==> src/rtl/strobe_timer_pkg.sv <==
package strobe_timer_pkg;
  localparam int ON_W  = 4;
  localparam int OFF_W = 5;
  localparam int PH_W  = 3;
  localparam int CNT_W = OFF_W;
  localparam int CFG_W = 32;

  typedef struct packed {
    logic [2:0]       rsv_hi;
    logic [OFF_W-1:0] wr_off;
    logic             wr_half;
    logic [2:0]       rsv_mid;
    logic [ON_W-1:0]  wr_on;
    logic [PH_W-1:0]  ph_off;
    logic [OFF_W-1:0] rd_off;
    logic             rd_half;
    logic [PH_W-1:0]  ph_on;
    logic [ON_W-1:0]  rd_on;
  } timing_cfg_t;

  function automatic logic [CNT_W-1:0] end_count(timing_cfg_t c, logic mux);
    logic [CNT_W-1:0] m;
    m = (c.wr_off > c.rd_off) ? c.wr_off : c.rd_off;
    if (mux && CNT_W'(c.ph_off) > m) m = CNT_W'(c.ph_off);
    return m;
  endfunction
endpackage

==> src/rtl/strobe_timer_ctrl.sv <==
module strobe_timer_ctrl
  import strobe_timer_pkg::*;
(
  input  logic                 clk,
  input  logic                 rst,
  input  logic                 start_i,
  input  logic                 is_write_i,
  input  logic                 mux_mode_i,
  input  logic [CFG_W-1:0]     cfg_i,
  output logic                 busy_o,
  output logic [CNT_W-1:0]     cnt_o,
  output timing_cfg_t          cfg_o,
  output logic                 wr_o,
  output logic                 mux_o,
  output logic                 done_o
);
  logic [CNT_W-1:0] last;

  assign last = end_count(cfg_o, mux_o);

  always_ff @(posedge clk) begin
    if (rst) begin
      busy_o <= 1'b0;
      cnt_o  <= '0;
      cfg_o  <= '0;
      wr_o   <= 1'b0;
      mux_o  <= 1'b0;
      done_o <= 1'b0;
    end else begin
      done_o <= busy_o && (cnt_o == last);
      if (!busy_o) begin
        if (start_i) begin
          busy_o <= 1'b1;
          cnt_o  <= '0;
          cfg_o  <= timing_cfg_t'(cfg_i);
          wr_o   <= is_write_i;
          mux_o  <= mux_mode_i;
        end
      end else if (cnt_o == last) begin
        busy_o <= 1'b0;
      end else begin
        cnt_o <= cnt_o + 1'b1;
      end
    end
  end
endmodule

==> src/rtl/strobe_timer_lane.sv <==
module strobe_timer_lane
  import strobe_timer_pkg::*;
(
  input  logic             clk,
  input  logic             rst,
  input  logic             en_i,
  input  logic [CNT_W-1:0] cnt_i,
  input  logic [CNT_W-1:0] on_i,
  input  logic [CNT_W-1:0] off_i,
  input  logic             alt_en_i,
  input  logic [CNT_W-1:0] alt_on_i,
  input  logic [CNT_W-1:0] alt_off_i,
  input  logic             half_i,
  output logic             strobe_n_o
);
  logic main_win, alt_win;
  logic rise_q, fall_q;

  assign main_win = (cnt_i >= on_i) && (cnt_i < off_i);
  assign alt_win  = alt_en_i && (cnt_i >= alt_on_i) && (cnt_i < alt_off_i);

  always_ff @(posedge clk) begin
    if (rst) rise_q <= 1'b1;
    else     rise_q <= !(en_i && (main_win || alt_win));
  end

  always_ff @(negedge clk) begin
    if (rst) fall_q <= 1'b1;
    else     fall_q <= rise_q;
  end

  assign strobe_n_o = half_i ? fall_q : rise_q;
endmodule

==> src/rtl/strobe_timer.sv <==
module strobe_timer
  import strobe_timer_pkg::*;
(
  input  logic             clk,
  input  logic             rst,
  input  logic             start_i,
  input  logic             is_write_i,
  input  logic             mux_mode_i,
  input  logic [CFG_W-1:0] cfg_i,
  output logic             we_n_o,
  output logic             oe_n_o,
  output logic             done_o
);
  logic             busy;
  logic [CNT_W-1:0] cnt_q;
  timing_cfg_t      cfg_q;
  logic             wr_q, mux_q;
  logic             unused_rsv;

  assign unused_rsv = ^{cfg_q.rsv_hi, cfg_q.rsv_mid};

  strobe_timer_ctrl u_ctrl (
    .clk(clk), .rst(rst), .start_i(start_i), .is_write_i(is_write_i),
    .mux_mode_i(mux_mode_i), .cfg_i(cfg_i), .busy_o(busy), .cnt_o(cnt_q),
    .cfg_o(cfg_q), .wr_o(wr_q), .mux_o(mux_q), .done_o(done_o)
  );

  strobe_timer_lane u_we (
    .clk(clk), .rst(rst), .en_i(busy && wr_q), .cnt_i(cnt_q),
    .on_i(CNT_W'(cfg_q.wr_on)), .off_i(cfg_q.wr_off),
    .alt_en_i(1'b0), .alt_on_i('0), .alt_off_i('0),
    .half_i(cfg_q.wr_half), .strobe_n_o(we_n_o)
  );

  strobe_timer_lane u_oe (
    .clk(clk), .rst(rst), .en_i(busy && !wr_q), .cnt_i(cnt_q),
    .on_i(CNT_W'(cfg_q.rd_on)), .off_i(cfg_q.rd_off),
    .alt_en_i(mux_q), .alt_on_i(CNT_W'(cfg_q.ph_on)),
    .alt_off_i(CNT_W'(cfg_q.ph_off)),
    .half_i(cfg_q.rd_half), .strobe_n_o(oe_n_o)
  );
endmodule

==> config.mk <==
export PLATFORM = sky130hd
export DESIGN_NAME = strobe_timer
export DESIGN_NICKNAME = d
export VERILOG_FILES = /design/src/rtl/strobe_timer_pkg.sv /design/src/rtl/strobe_timer_ctrl.sv /design/src/rtl/strobe_timer_lane.sv /design/src/rtl/strobe_timer.sv
export SDC_FILE = /design/constraint.sdc
export NUM_CORES = 1
export LEC_CHECK = 0
export BUFFER_PORTS_ARGS = -buffer_cell sky130_fd_sc_hd__clkbuf_2
export CAP_MARGIN = 0
export CORE_MARGIN = 1.5
export CORE_UTILIZATION = 45
export DETAILED_ROUTE_END_ITERATION = 8
export PLACE_DENSITY = 0.68
export SLEW_MARGIN = 15
export SYNTH_ARGS = -nofsm -noshare
export SYNTH_HDL_FRONTEND = slang
export SYNTH_SLANG_ARGS = --single-unit
export TNS_END_PERCENT = 10
==> constraint.sdc <==
create_clock -name clk -period 3.4 [get_ports clk]
set_input_delay 0.68 -clock clk [delete_from_list [all_inputs] [get_ports clk]]
set_output_delay 0.68 -clock clk [all_outputs]
set_load 0.02 [all_outputs]
==> impl_results.html, run 1 <==
<table>
<tr><th>Metric</th><th>Value</th></tr>
<tr><th colspan="2">Detailed routing</th></tr>
<tr><td>Vias</td><td>2205</td></tr>
<tr><td>Post-route ant nets</td><td>0</td></tr>
<tr><td>Violation count after the first detailed-routing iteration</td><td>92</td></tr>
<tr><td>Detailed Route WL</td><td>5.66 mm</td></tr>
<tr><td>Avg Vias per Cell</td><td>around 5.2</td></tr>
<tr><td>First-pass iteration count of the detailed router</td><td>4</td></tr>
<tr><td>Post-detailed-route DRC marker count</td><td>0</td></tr>
<tr><td>Post-DR wirelength/cell</td><td>13.3 µm</td></tr>
<tr><th colspan="2">Floorplanning</th></tr>
<tr><td>Starting Density</td><td>47.2%</td></tr>
<tr><td>CORE AREA</td><td>0.00514 mm²</td></tr>
<tr><td>Die extent in y</td><td>76.4 µm</td></tr>
<tr><td>Total die area</td><td>0.00584 mm²</td></tr>
<tr><td>Number of rows in the core area</td><td>26</td></tr>
<tr><td>Die X</td><td>between 70 and 80 µm</td></tr>
<tr><td># IOs</td><td>40</td></tr>
<tr><th colspan="2">Outcome</th></tr>
<tr><td>Run status</td><td>finished with violations</td></tr>
<tr><td>Failing checks</td><td>setup timing</td></tr>
<tr><th colspan="2">Setup path</th></tr>
<tr><td>CP max stage cell</td><td>dfxtp_2</td></tr>
<tr><td>Required time of the worst setup path</td><td>3570 ps</td></tr>
<tr><td>Worst-path cell chain</td><td>inv_2 &gt; ha_4 &gt; nor2b_1 &gt; o21a_1 &gt; o221ai_4 &gt; mux2i_2 &gt; ha_1 &gt; nor2b_1 &gt; o21a_1 &gt; o211ai_1 &gt; a221o_1 &gt; o21ai_2 &gt; and3_4 &gt; o2111a_2 &gt; o211ai_1 &gt; a21oi_1</td></tr>
<tr><td>Worst flop-to-flop path startpoint</td><td>u_ctrl.cfg_o[9]</td></tr>
<tr><td>Worst Path Max Fanout</td><td>5</td></tr>
<tr><td>Crit path capture type</td><td>register</td></tr>
<tr><td>R2R cell count</td><td>16</td></tr>
<tr><td>Critical Path Source</td><td>u_ctrl.cfg_o[9]</td></tr>
<tr><td>Number of stages on the worst setup path</td><td>16</td></tr>
<tr><td>Top delay family on crit path</td><td>compound AO/OA/AOI/OAI gates</td></tr>
<tr><td>Setup CP Type</td><td>register to register</td></tr>
<tr><td>Worst path arrival time</td><td>between 3000 and 4000 ps</td></tr>
<tr><td>Startpoint kind of the worst setup timing path</td><td>register</td></tr>
<tr><td>Worst Path Buf+Inv</td><td>1</td></tr>
<tr><td>Maximum single-stage delay on the critical path</td><td>340 ps</td></tr>
<tr><th colspan="2">Power</th></tr>
<tr><td>Reported leakage power</td><td>1.29 nW</td></tr>
<tr><td>Final Power</td><td>between 0.001 and 0.0015 W</td></tr>
<tr><td>Largest vdd supply drop</td><td>0.268 mV</td></tr>
<tr><td>Power density normalized to cell area</td><td>~460 mW/mm²</td></tr>
<tr><th colspan="2">Cells and area</th></tr>
<tr><td>P&amp;R area growth vs syn</td><td>27.5%</td></tr>
<tr><td>Area occupied by multi-input gates</td><td>0.00158 mm²</td></tr>
<tr><td>Post-route insts no fill</td><td>426</td></tr>
<tr><td>FILL cells</td><td>roughly 480</td></tr>
<tr><td># nets final</td><td>422</td></tr>
<tr><td>Share of layout cells above drive strength 1</td><td>between 30 and 40%</td></tr>
<tr><td>FF+latch area</td><td>792 µm²</td></tr>
<tr><td>Antenna Cells</td><td>0</td></tr>
<tr><td>Finished layout cell area</td><td>0.00309 mm²</td></tr>
<tr><th colspan="2">Job</th></tr>
<tr><td>Number of max-capacitance violations reported</td><td>0</td></tr>
<tr><th colspan="2">STA</th></tr>
<tr><td>Clk_skew</td><td>59.6 ps</td></tr>
<tr><td>Period minus WS final</td><td>between 3000 and 4000 ps</td></tr>
<tr><td>Fin. max-slew vios</td><td>0</td></tr>
<tr><td>Final hold vios</td><td>0</td></tr>
<tr><td>Worst rel slew slack</td><td>between 20% and 30%</td></tr>
<tr><td>Max Freq</td><td>285 MHz</td></tr>
<tr><td>Period utilisation layout</td><td>103%</td></tr>
<tr><td>RSZ-0062 raised after global routing</td><td>true</td></tr>
<tr><td>Fin worst setup slack</td><td>-103 ps</td></tr>
<tr><td>Hold Slack</td><td>454 ps</td></tr>
<tr><td>Final setup vio count</td><td>8</td></tr>
<tr><td>Worst slew pin tran</td><td>1070 ps</td></tr>
<tr><td>Post-route setup TNS</td><td>-480 ps</td></tr>
<tr><th colspan="2">Synth</th></tr>
<tr><td>Adder-cell share of the synthesized area</td><td>approximately 15%</td></tr>
<tr><td>Post-synthesis instance area</td><td>0.00243 mm²</td></tr>
<tr><td>Post-synthesis sequential area ratio</td><td>about a third</td></tr>
<tr><td>Post-synthesis cell count</td><td>294</td></tr>
<tr><td>Synthesized area per cell</td><td>8.25 µm²</td></tr>
<tr><td>Post-Syn Nets</td><td>~360</td></tr>
<tr><td>Async S/R FF share, synth</td><td>0%</td></tr>
<tr><td>Post-synthesis register bit count</td><td>39</td></tr>
<tr><td>Mux cell area share after synthesis</td><td>3.56%</td></tr>
<tr><td>Synth Warn #</td><td>0</td></tr>
<tr><td>Primary FF master, synth</td><td>dfxtp_1</td></tr>
<tr><td>Largest family of logic cells by synthesized area</td><td>compound AO/OA/AOI/OAI gates</td></tr>
<tr><td>Compound-cell area share of the yosys netlist</td><td>~23%</td></tr>
<tr><td>Share of synthesized cell area in and, or, nand and nor gates</td><td>19.0%</td></tr>
<tr><td>Post-synthesis cell type count</td><td>45</td></tr>
<tr><td>EDFF count, synth</td><td>0</td></tr>
<tr><td>Area share of xor/xnor cells in the synthesized design</td><td>1.44%</td></tr>
<tr><th colspan="2">Place</th></tr>
<tr><td>Area after detailed placement</td><td>0.00288 mm²</td></tr>
<tr><td>Gpl congestion</td><td>0.836</td></tr>
<tr><td>Number of instances in the placed design</td><td>411</td></tr>
<tr><td>Input/output buffers</td><td>33</td></tr>
<tr><td>Detail Placement HPWL</td><td>4.24 mm</td></tr>
<tr><th colspan="2">Clock network</th></tr>
<tr><td>Number of buffers added by the clock tree synthesis step</td><td>5</td></tr>
<tr><td>Worst skew pair latency</td><td>350 ps</td></tr>
<tr><td>Cell at the root of the clock tree</td><td>clkbuf_8</td></tr>
<tr><td>Clk sink count</td><td>39</td></tr>
<tr><td>Hold-fix buffers, CTS</td><td>0</td></tr>
<tr><td>Count of H-tree levels built during CTS</td><td>2</td></tr>
<tr><td>Largest buffer count on any clock path</td><td>2</td></tr>
<tr><td>Worst-path clk slew</td><td>80 ps</td></tr>
<tr><td>TritonCTS clock tree</td><td>built</td></tr>
<tr><th colspan="2">Global route</th></tr>
<tr><td>Vias in the first global route</td><td>~2200</td></tr>
<tr><td>Maximum number of pins on one net before global-route repair</td><td>33</td></tr>
<tr><td>Global-route wire length before repair</td><td>just under 10 mm</td></tr>
<tr><td>Remaining global-route overflow</td><td>0</td></tr>
<tr><td>Total GRT Usage</td><td>20.9%</td></tr>
<tr><td>Number of antenna violations at the first check in global routing</td><td>0</td></tr>
<tr><th colspan="2">Min path</th></tr>
<tr><td>Class of the most critical hold timing path</td><td>register to register</td></tr>
<tr><td>Hold Path Cell Cnt</td><td>2</td></tr>
<tr><td>Min-delay src</td><td>u_ctrl.cfg_o[17]</td></tr>
</table>
==> logic make-up (layout without fill, tap and decap cells) <==
group / Yosys count / after routing
AND/OR/NAND/NOR: 100 / 100
AO/OA/AOI/OAI: 78 / 78
adder cells (fa/ha/maj): 30 / 30
flip-flops: 39 / 39
multiplexers: 7 / 7
XOR/XNOR: 4 / 4
buffers and inverters: 36 / 98
==> stage by stage <==
stage	worst slack, ps	utilization, %
finish	-103	60.2
global route	-314	60.2
CTS	-64.2	59.3
detailed placement	-110	56.1
global placement	-53.7	56.1
floorplan	-22.4	-
==> placed cells by master, fill, tap and decap left out, types with 3 or more instances in the layout <==
cell type,n
nand2_1,61
a21oi_1,38
clkbuf_2,33
dfxtp_1,32
buf_4,31
ha_1,27
inv_1,21
o211ai_1,9
nor2_1,7
nor2b_1,6
nand3_1,6
a21o_1,6
dfxtp_2,6
nand2b_1,5
clkbuf_8,5
inv_2,4
o21ai_0,4
o21a_1,3
mux2_2,3
a211oi_1,3
xnor2_1,3
ha_4,3
==> synthesized netlist by cell type, types with 2 or more instances <==
| library cell | count | area (µm²) |
|---|---|---|
| nand2_1 | 62 | 233 |
| a21oi_1 | 39 | 195 |
| dfxtp_1 | 39 | 781 |
| ha_1 | 30 | 375 |
| inv_1 | 23 | 86.3 |
| clkbuf_1 | 10 | 37.5 |
| o211ai_1 | 9 | 67.6 |
| nor2_1 | 8 | 30.0 |
| nand3_1 | 7 | 35.0 |
| nor2b_1 | 7 | 43.8 |
| a21o_1 | 6 | 45.0 |
| nand2b_1 | 5 | 31.3 |
| o21ai_0 | 4 | 20.0 |
| a211oi_1 | 3 | 22.5 |
| mux2_2 | 3 | 33.8 |
| mux2i_1 | 3 | 30.0 |
| o21a_1 | 3 | 22.5 |
| xnor2_1 | 3 | 26.3 |
| a211o_1 | 2 | 17.5 |
| nor4b_1 | 2 | 17.5 |
| or2_2 | 2 | 12.5 |
==> final cells by class <==
class,instances,area share (%)
Multi-Input combinational cell,219,51.2
Clock buffer,6,3.03
Tap cell,70,2.83
Timing Repair Buffer,65,13.2
Clock inverter,4,1.37
Sequential cell,39,25.6
Inverter,23,2.79
==> flip-flops by register name, indices dropped and copies added (netlist names) <==
name,count
u_ctrl.busy_o,1
u_ctrl.cfg_o,26
u_ctrl.cnt_o,5
u_ctrl.done_o,1
u_ctrl.mux_o,1
u_ctrl.wr_o,1
u_oe.fall_q,1
u_oe.rise_q,1
u_we.fall_q,1
u_we.rise_q,1
==> tightest hold or removal path: cells and delay by family, from the launching register on <==
kind / cells / cell delay [ps]
flip-flops: 1 / 310
AND/OR/NAND/NOR: 1 / 50
AO/OA/AOI/OAI: 1 / 50
==> path summary, 6_finish.rpt <==
kind,endpoint,slack [ps]
max,u_ctrl.cnt_o[1],-100
min,u_ctrl.cfg_o[17],450
max reg2reg,u_ctrl.cnt_o[1],-100
min reg2reg,u_ctrl.cfg_o[17],450
==> where the power goes <==
part           total [W]  switching [W]  internal, W
combinational   0.000479       0.000244     0.000234
sequential      0.000520      0.0000304     0.000489
clock           0.000433       0.000169     0.000264
total            0.00143       0.000443     0.000988
==> timing repair <==
action	in CTS	in global routing
resized for setup	1	8
endpoints found under the setup margin	9	9
hold endpoints to repair	0	0
setup buffers	4	2
pin swaps	12	8
==> metal layers <==
metal  GRT usage (%)  share of wire [%]
met5               0                  0
met2            36.0                 49
met4            6.85                1.1
met3            4.67                3.6
met1            25.6                 46
Note: power is estimated with default switching activity, not from simulation.
==> run 2: changes to the inputs <==
--- a/config.mk
+++ b/config.mk
@@ -11,6 +11,8 @@
 export CORE_UTILIZATION = 45
 export DETAILED_ROUTE_END_ITERATION = 8
 export PLACE_DENSITY = 0.68
+export REMOVE_ABC_BUFFERS = 1
+export SETUP_SLACK_MARGIN = 0.5
 export SLEW_MARGIN = 15
 export SYNTH_ARGS = -nofsm -noshare
 export SYNTH_HDL_FRONTEND = slang
==> impl_results.html, run 2 (same netlist as run 1, synthesis figures left out) <==
<table>
<tr><th>Metric</th><th>Value</th></tr>
<tr><th colspan="2">STA</th></tr>
<tr><td>Max Freq</td><td>between 200 and 300 MHz</td></tr>
<tr><td>Fin worst setup slack</td><td>-228 ps</td></tr>
<tr><td>RSZ-0062 raised after global routing</td><td>true</td></tr>
<tr><td>Final hold vios</td><td>0</td></tr>
<tr><td>Period minus WS final</td><td>3630 ps</td></tr>
<tr><td>Final setup vio count</td><td>9</td></tr>
<tr><td>Clk_skew</td><td>58.4 ps</td></tr>
<tr><td>Worst slew pin tran</td><td>613 ps</td></tr>
<tr><td>Hold Slack</td><td>458 ps</td></tr>
<tr><td>Period utilisation layout</td><td>107%</td></tr>
<tr><td>Fin. max-slew vios</td><td>0</td></tr>
<tr><td>Worst rel slew slack</td><td>58.9%</td></tr>
<tr><th colspan="2">Setup path</th></tr>
<tr><td>Maximum single-stage delay on the critical path</td><td>340 ps</td></tr>
<tr><td>Setup CP Type</td><td>register to register</td></tr>
<tr><td>Worst-path cell chain</td><td>inv_2 &gt; ha_4 &gt; nor2b_4 &gt; o21a_1 &gt; o221ai_4 &gt; buf_6 &gt; mux2_4 &gt; ha_4 &gt; nor2b_2 &gt; o21a_1 &gt; o211ai_1 &gt; buf_4 &gt; a221oi_4 &gt; nand3_2 &gt; and3_4 &gt; o2111a_2 &gt; o211ai_1 &gt; a21oi_1</td></tr>
<tr><td>Crit path capture type</td><td>register</td></tr>
<tr><td>Worst path arrival time</td><td>~3800 ps</td></tr>
<tr><td>Startpoint kind of the worst setup timing path</td><td>register</td></tr>
<tr><td>CP max stage cell</td><td>dfxtp_2</td></tr>
<tr><td>Required time of the worst setup path</td><td>3570 ps</td></tr>
<tr><td>Worst Path Buf+Inv</td><td>3</td></tr>
<tr><td>Worst Path Max Fanout</td><td>5</td></tr>
<tr><td>Top delay family on crit path</td><td>compound AO/OA/AOI/OAI gates</td></tr>
<tr><th colspan="2">Cells and area</th></tr>
<tr><td># nets final</td><td>424</td></tr>
<tr><td>Largest registers ranked by flip-flop count</td><td>u_ctrl.cfg_o: 26 flops, u_ctrl.cnt_o: 5 flops</td></tr>
<tr><td>Commonest cells after routing, fill and taps aside</td><td>nand2_1 (61), a21oi_1 (38), dfxtp_1 (35)</td></tr>
<tr><td>Most common library cell in the layout ignoring fill and taps</td><td>nand2_1</td></tr>
<tr><td>FILL cells</td><td>492</td></tr>
<tr><td>Finished layout cell area</td><td>0.00309 mm²</td></tr>
<tr><td>Post-route insts no fill</td><td>428</td></tr>
<tr><td>Share of layout cells above drive strength 1</td><td>between 30% and 40%</td></tr>
<tr><td>Antenna Cells</td><td>0</td></tr>
<tr><td>Biggest register</td><td>u_ctrl.cfg_o</td></tr>
<tr><td>P&amp;R area growth vs syn</td><td>27.2%</td></tr>
<tr><td>Number of flip-flops under the largest register name</td><td>26</td></tr>
<tr><th colspan="2">Place</th></tr>
<tr><td>Area after detailed placement</td><td>between 0.002 and 0.003 mm²</td></tr>
<tr><td>Input/output buffers</td><td>33</td></tr>
<tr><td>Gpl congestion</td><td>around 0.9</td></tr>
<tr><td>Detail Placement HPWL</td><td>approximately 4.0 mm</td></tr>
<tr><td>Number of instances in the placed design</td><td>413</td></tr>
<tr><th colspan="2">Floorplanning</th></tr>
<tr><td># IOs</td><td>40</td></tr>
<tr><td>Die X</td><td>~76 µm</td></tr>
<tr><td>Total die area</td><td>roughly 0.006 mm²</td></tr>
<tr><td>CORE AREA</td><td>0.00514 mm²</td></tr>
<tr><td>Number of rows in the core area</td><td>26</td></tr>
<tr><td>Starting Density</td><td>47.2%</td></tr>
<tr><td>Die extent in y</td><td>76.4 µm</td></tr>
<tr><th colspan="2">Job</th></tr>
<tr><td>Number of max-capacitance violations reported</td><td>0</td></tr>
<tr><th colspan="2">Detailed routing</th></tr>
<tr><td>Detailed Route WL</td><td>5.58 mm</td></tr>
<tr><td>First-pass iteration count of the detailed router</td><td>4</td></tr>
<tr><td>Avg Vias per Cell</td><td>5.11</td></tr>
<tr><td>Vias</td><td>between 2000 and 2500</td></tr>
<tr><td>Post-route ant nets</td><td>0</td></tr>
<tr><td>Post-detailed-route DRC marker count</td><td>0</td></tr>
<tr><td>Post-DR wirelength/cell</td><td>13.0 µm</td></tr>
<tr><td>Violation count after the first detailed-routing iteration</td><td>69</td></tr>
<tr><th colspan="2">Clock network</th></tr>
<tr><td>Cell at the root of the clock tree</td><td>clkbuf_8</td></tr>
<tr><td>Number of buffers added by the clock tree synthesis step</td><td>5</td></tr>
<tr><td>Clk sink count</td><td>39</td></tr>
<tr><td>TritonCTS clock tree</td><td>built</td></tr>
<tr><td>Worst skew pair latency</td><td>340 ps</td></tr>
<tr><td>Count of H-tree levels built during CTS</td><td>2</td></tr>
<tr><td>Worst-path clk slew</td><td>80 ps</td></tr>
<tr><td>Hold-fix buffers, CTS</td><td>0</td></tr>
<tr><td>Largest buffer count on any clock path</td><td>2</td></tr>
<tr><th colspan="2">Min path</th></tr>
<tr><td>Class of the most critical hold timing path</td><td>register to register</td></tr>
<tr><th colspan="2">Global route</th></tr>
<tr><td>Remaining global-route overflow</td><td>0</td></tr>
<tr><td>Global-route wire length before repair</td><td>between 9 and 10 mm</td></tr>
<tr><td>Vias in the first global route</td><td>~2100</td></tr>
<tr><td>Number of antenna violations at the first check in global routing</td><td>0</td></tr>
<tr><td>Total GRT Usage</td><td>20.2%</td></tr>
<tr><td>Maximum number of pins on one net before global-route repair</td><td>28</td></tr>
<tr><th colspan="2">Outcome</th></tr>
<tr><td>Failing checks</td><td>setup timing</td></tr>
<tr><td>Run status</td><td>finished with violations</td></tr>
<tr><th colspan="2">Power</th></tr>
<tr><td>Largest vdd supply drop</td><td>0.277 mV</td></tr>
<tr><td>Power density normalized to cell area</td><td>about 430 mW/mm²</td></tr>
<tr><td>Reported leakage power</td><td>~1.3 nW</td></tr>
</table>
## run 2: cell types whose count changed in the layout (fill, tap and decap cells not counted), sizes merged
cell	before	now
clkbuf	39	38
buf	32	34
bufinv	1	0
clkinv	0	2
## run 2: stage by stage
stage               utilization (%)  power (W)  setup WS [ps]  TNS [ps]
finish                         60.0    0.00134           -228     -1310
global route                   60.0    0.00143           -383     -2430
CTS                            59.5    0.00133           -139      -831
detailed placement             55.4   0.000963           -304     -1960
global placement               55.4   0.000949           -198     -1200
floorplan                         -   0.000799           -241     -1370
## run 2: tightest hold or removal path: cells and delay by family, from the launching register on
family          cells  cell delay (ps)
compound gates      1               50
flops               1              320
simple gates        1               50
## run 2: cell type report
cell class              count  area (µm²)  area share, %
repair buffers             67         428           13.9
clock buffers               5        68.8           2.23
multi-input cells         219        1600           51.8
well taps                  70        87.6           2.84
clock inverters             5        30.0          0.973
inverters                  23        86.3           2.80
flip-flops and latches     39         786           25.5
## run 2: metal layers
layer | vias up | routed length, µm | GRT usage, %
met1 | 1007 | 2750 | 26.5
met2 | 28 | 2640 | 33.9
met5 | - | 0 | 0
met4 | 0 | 66 | 5.37
li1 | 1146 | - | -
met3 | 7 | 127 | 3.59
## run 2: what timing repair did
item | in CTS | in global routing
pin swaps | 18 | 10
endpoints found under the setup margin | 9 | 9
setup buffers | 4 | 2
resized for setup | 20 | 3
## run 2: worst paths after layout
path                                       from         endpoint  slack [ps]  cells past startpoint
worst min-delay path            u_ctrl.cfg_o[6]  u_ctrl.cfg_o[6]         460                      2
worst min register to register  u_ctrl.cfg_o[6]  u_ctrl.cfg_o[6]         460                      2
worst max-delay path            u_ctrl.cfg_o[9]  u_ctrl.cnt_o[4]        -230                     18
worst max register to register  u_ctrl.cfg_o[9]  u_ctrl.cnt_o[4]        -230                     18
## run 2: where the power goes
group / internal (W) / leakage [nW] / switching (W)
clock network: 0.000148 / 0.0549 / 0.000181
logic: 0.000244 / 0.919 / 0.000246
registers: 0.000489 / 0.321 / 0.0000297
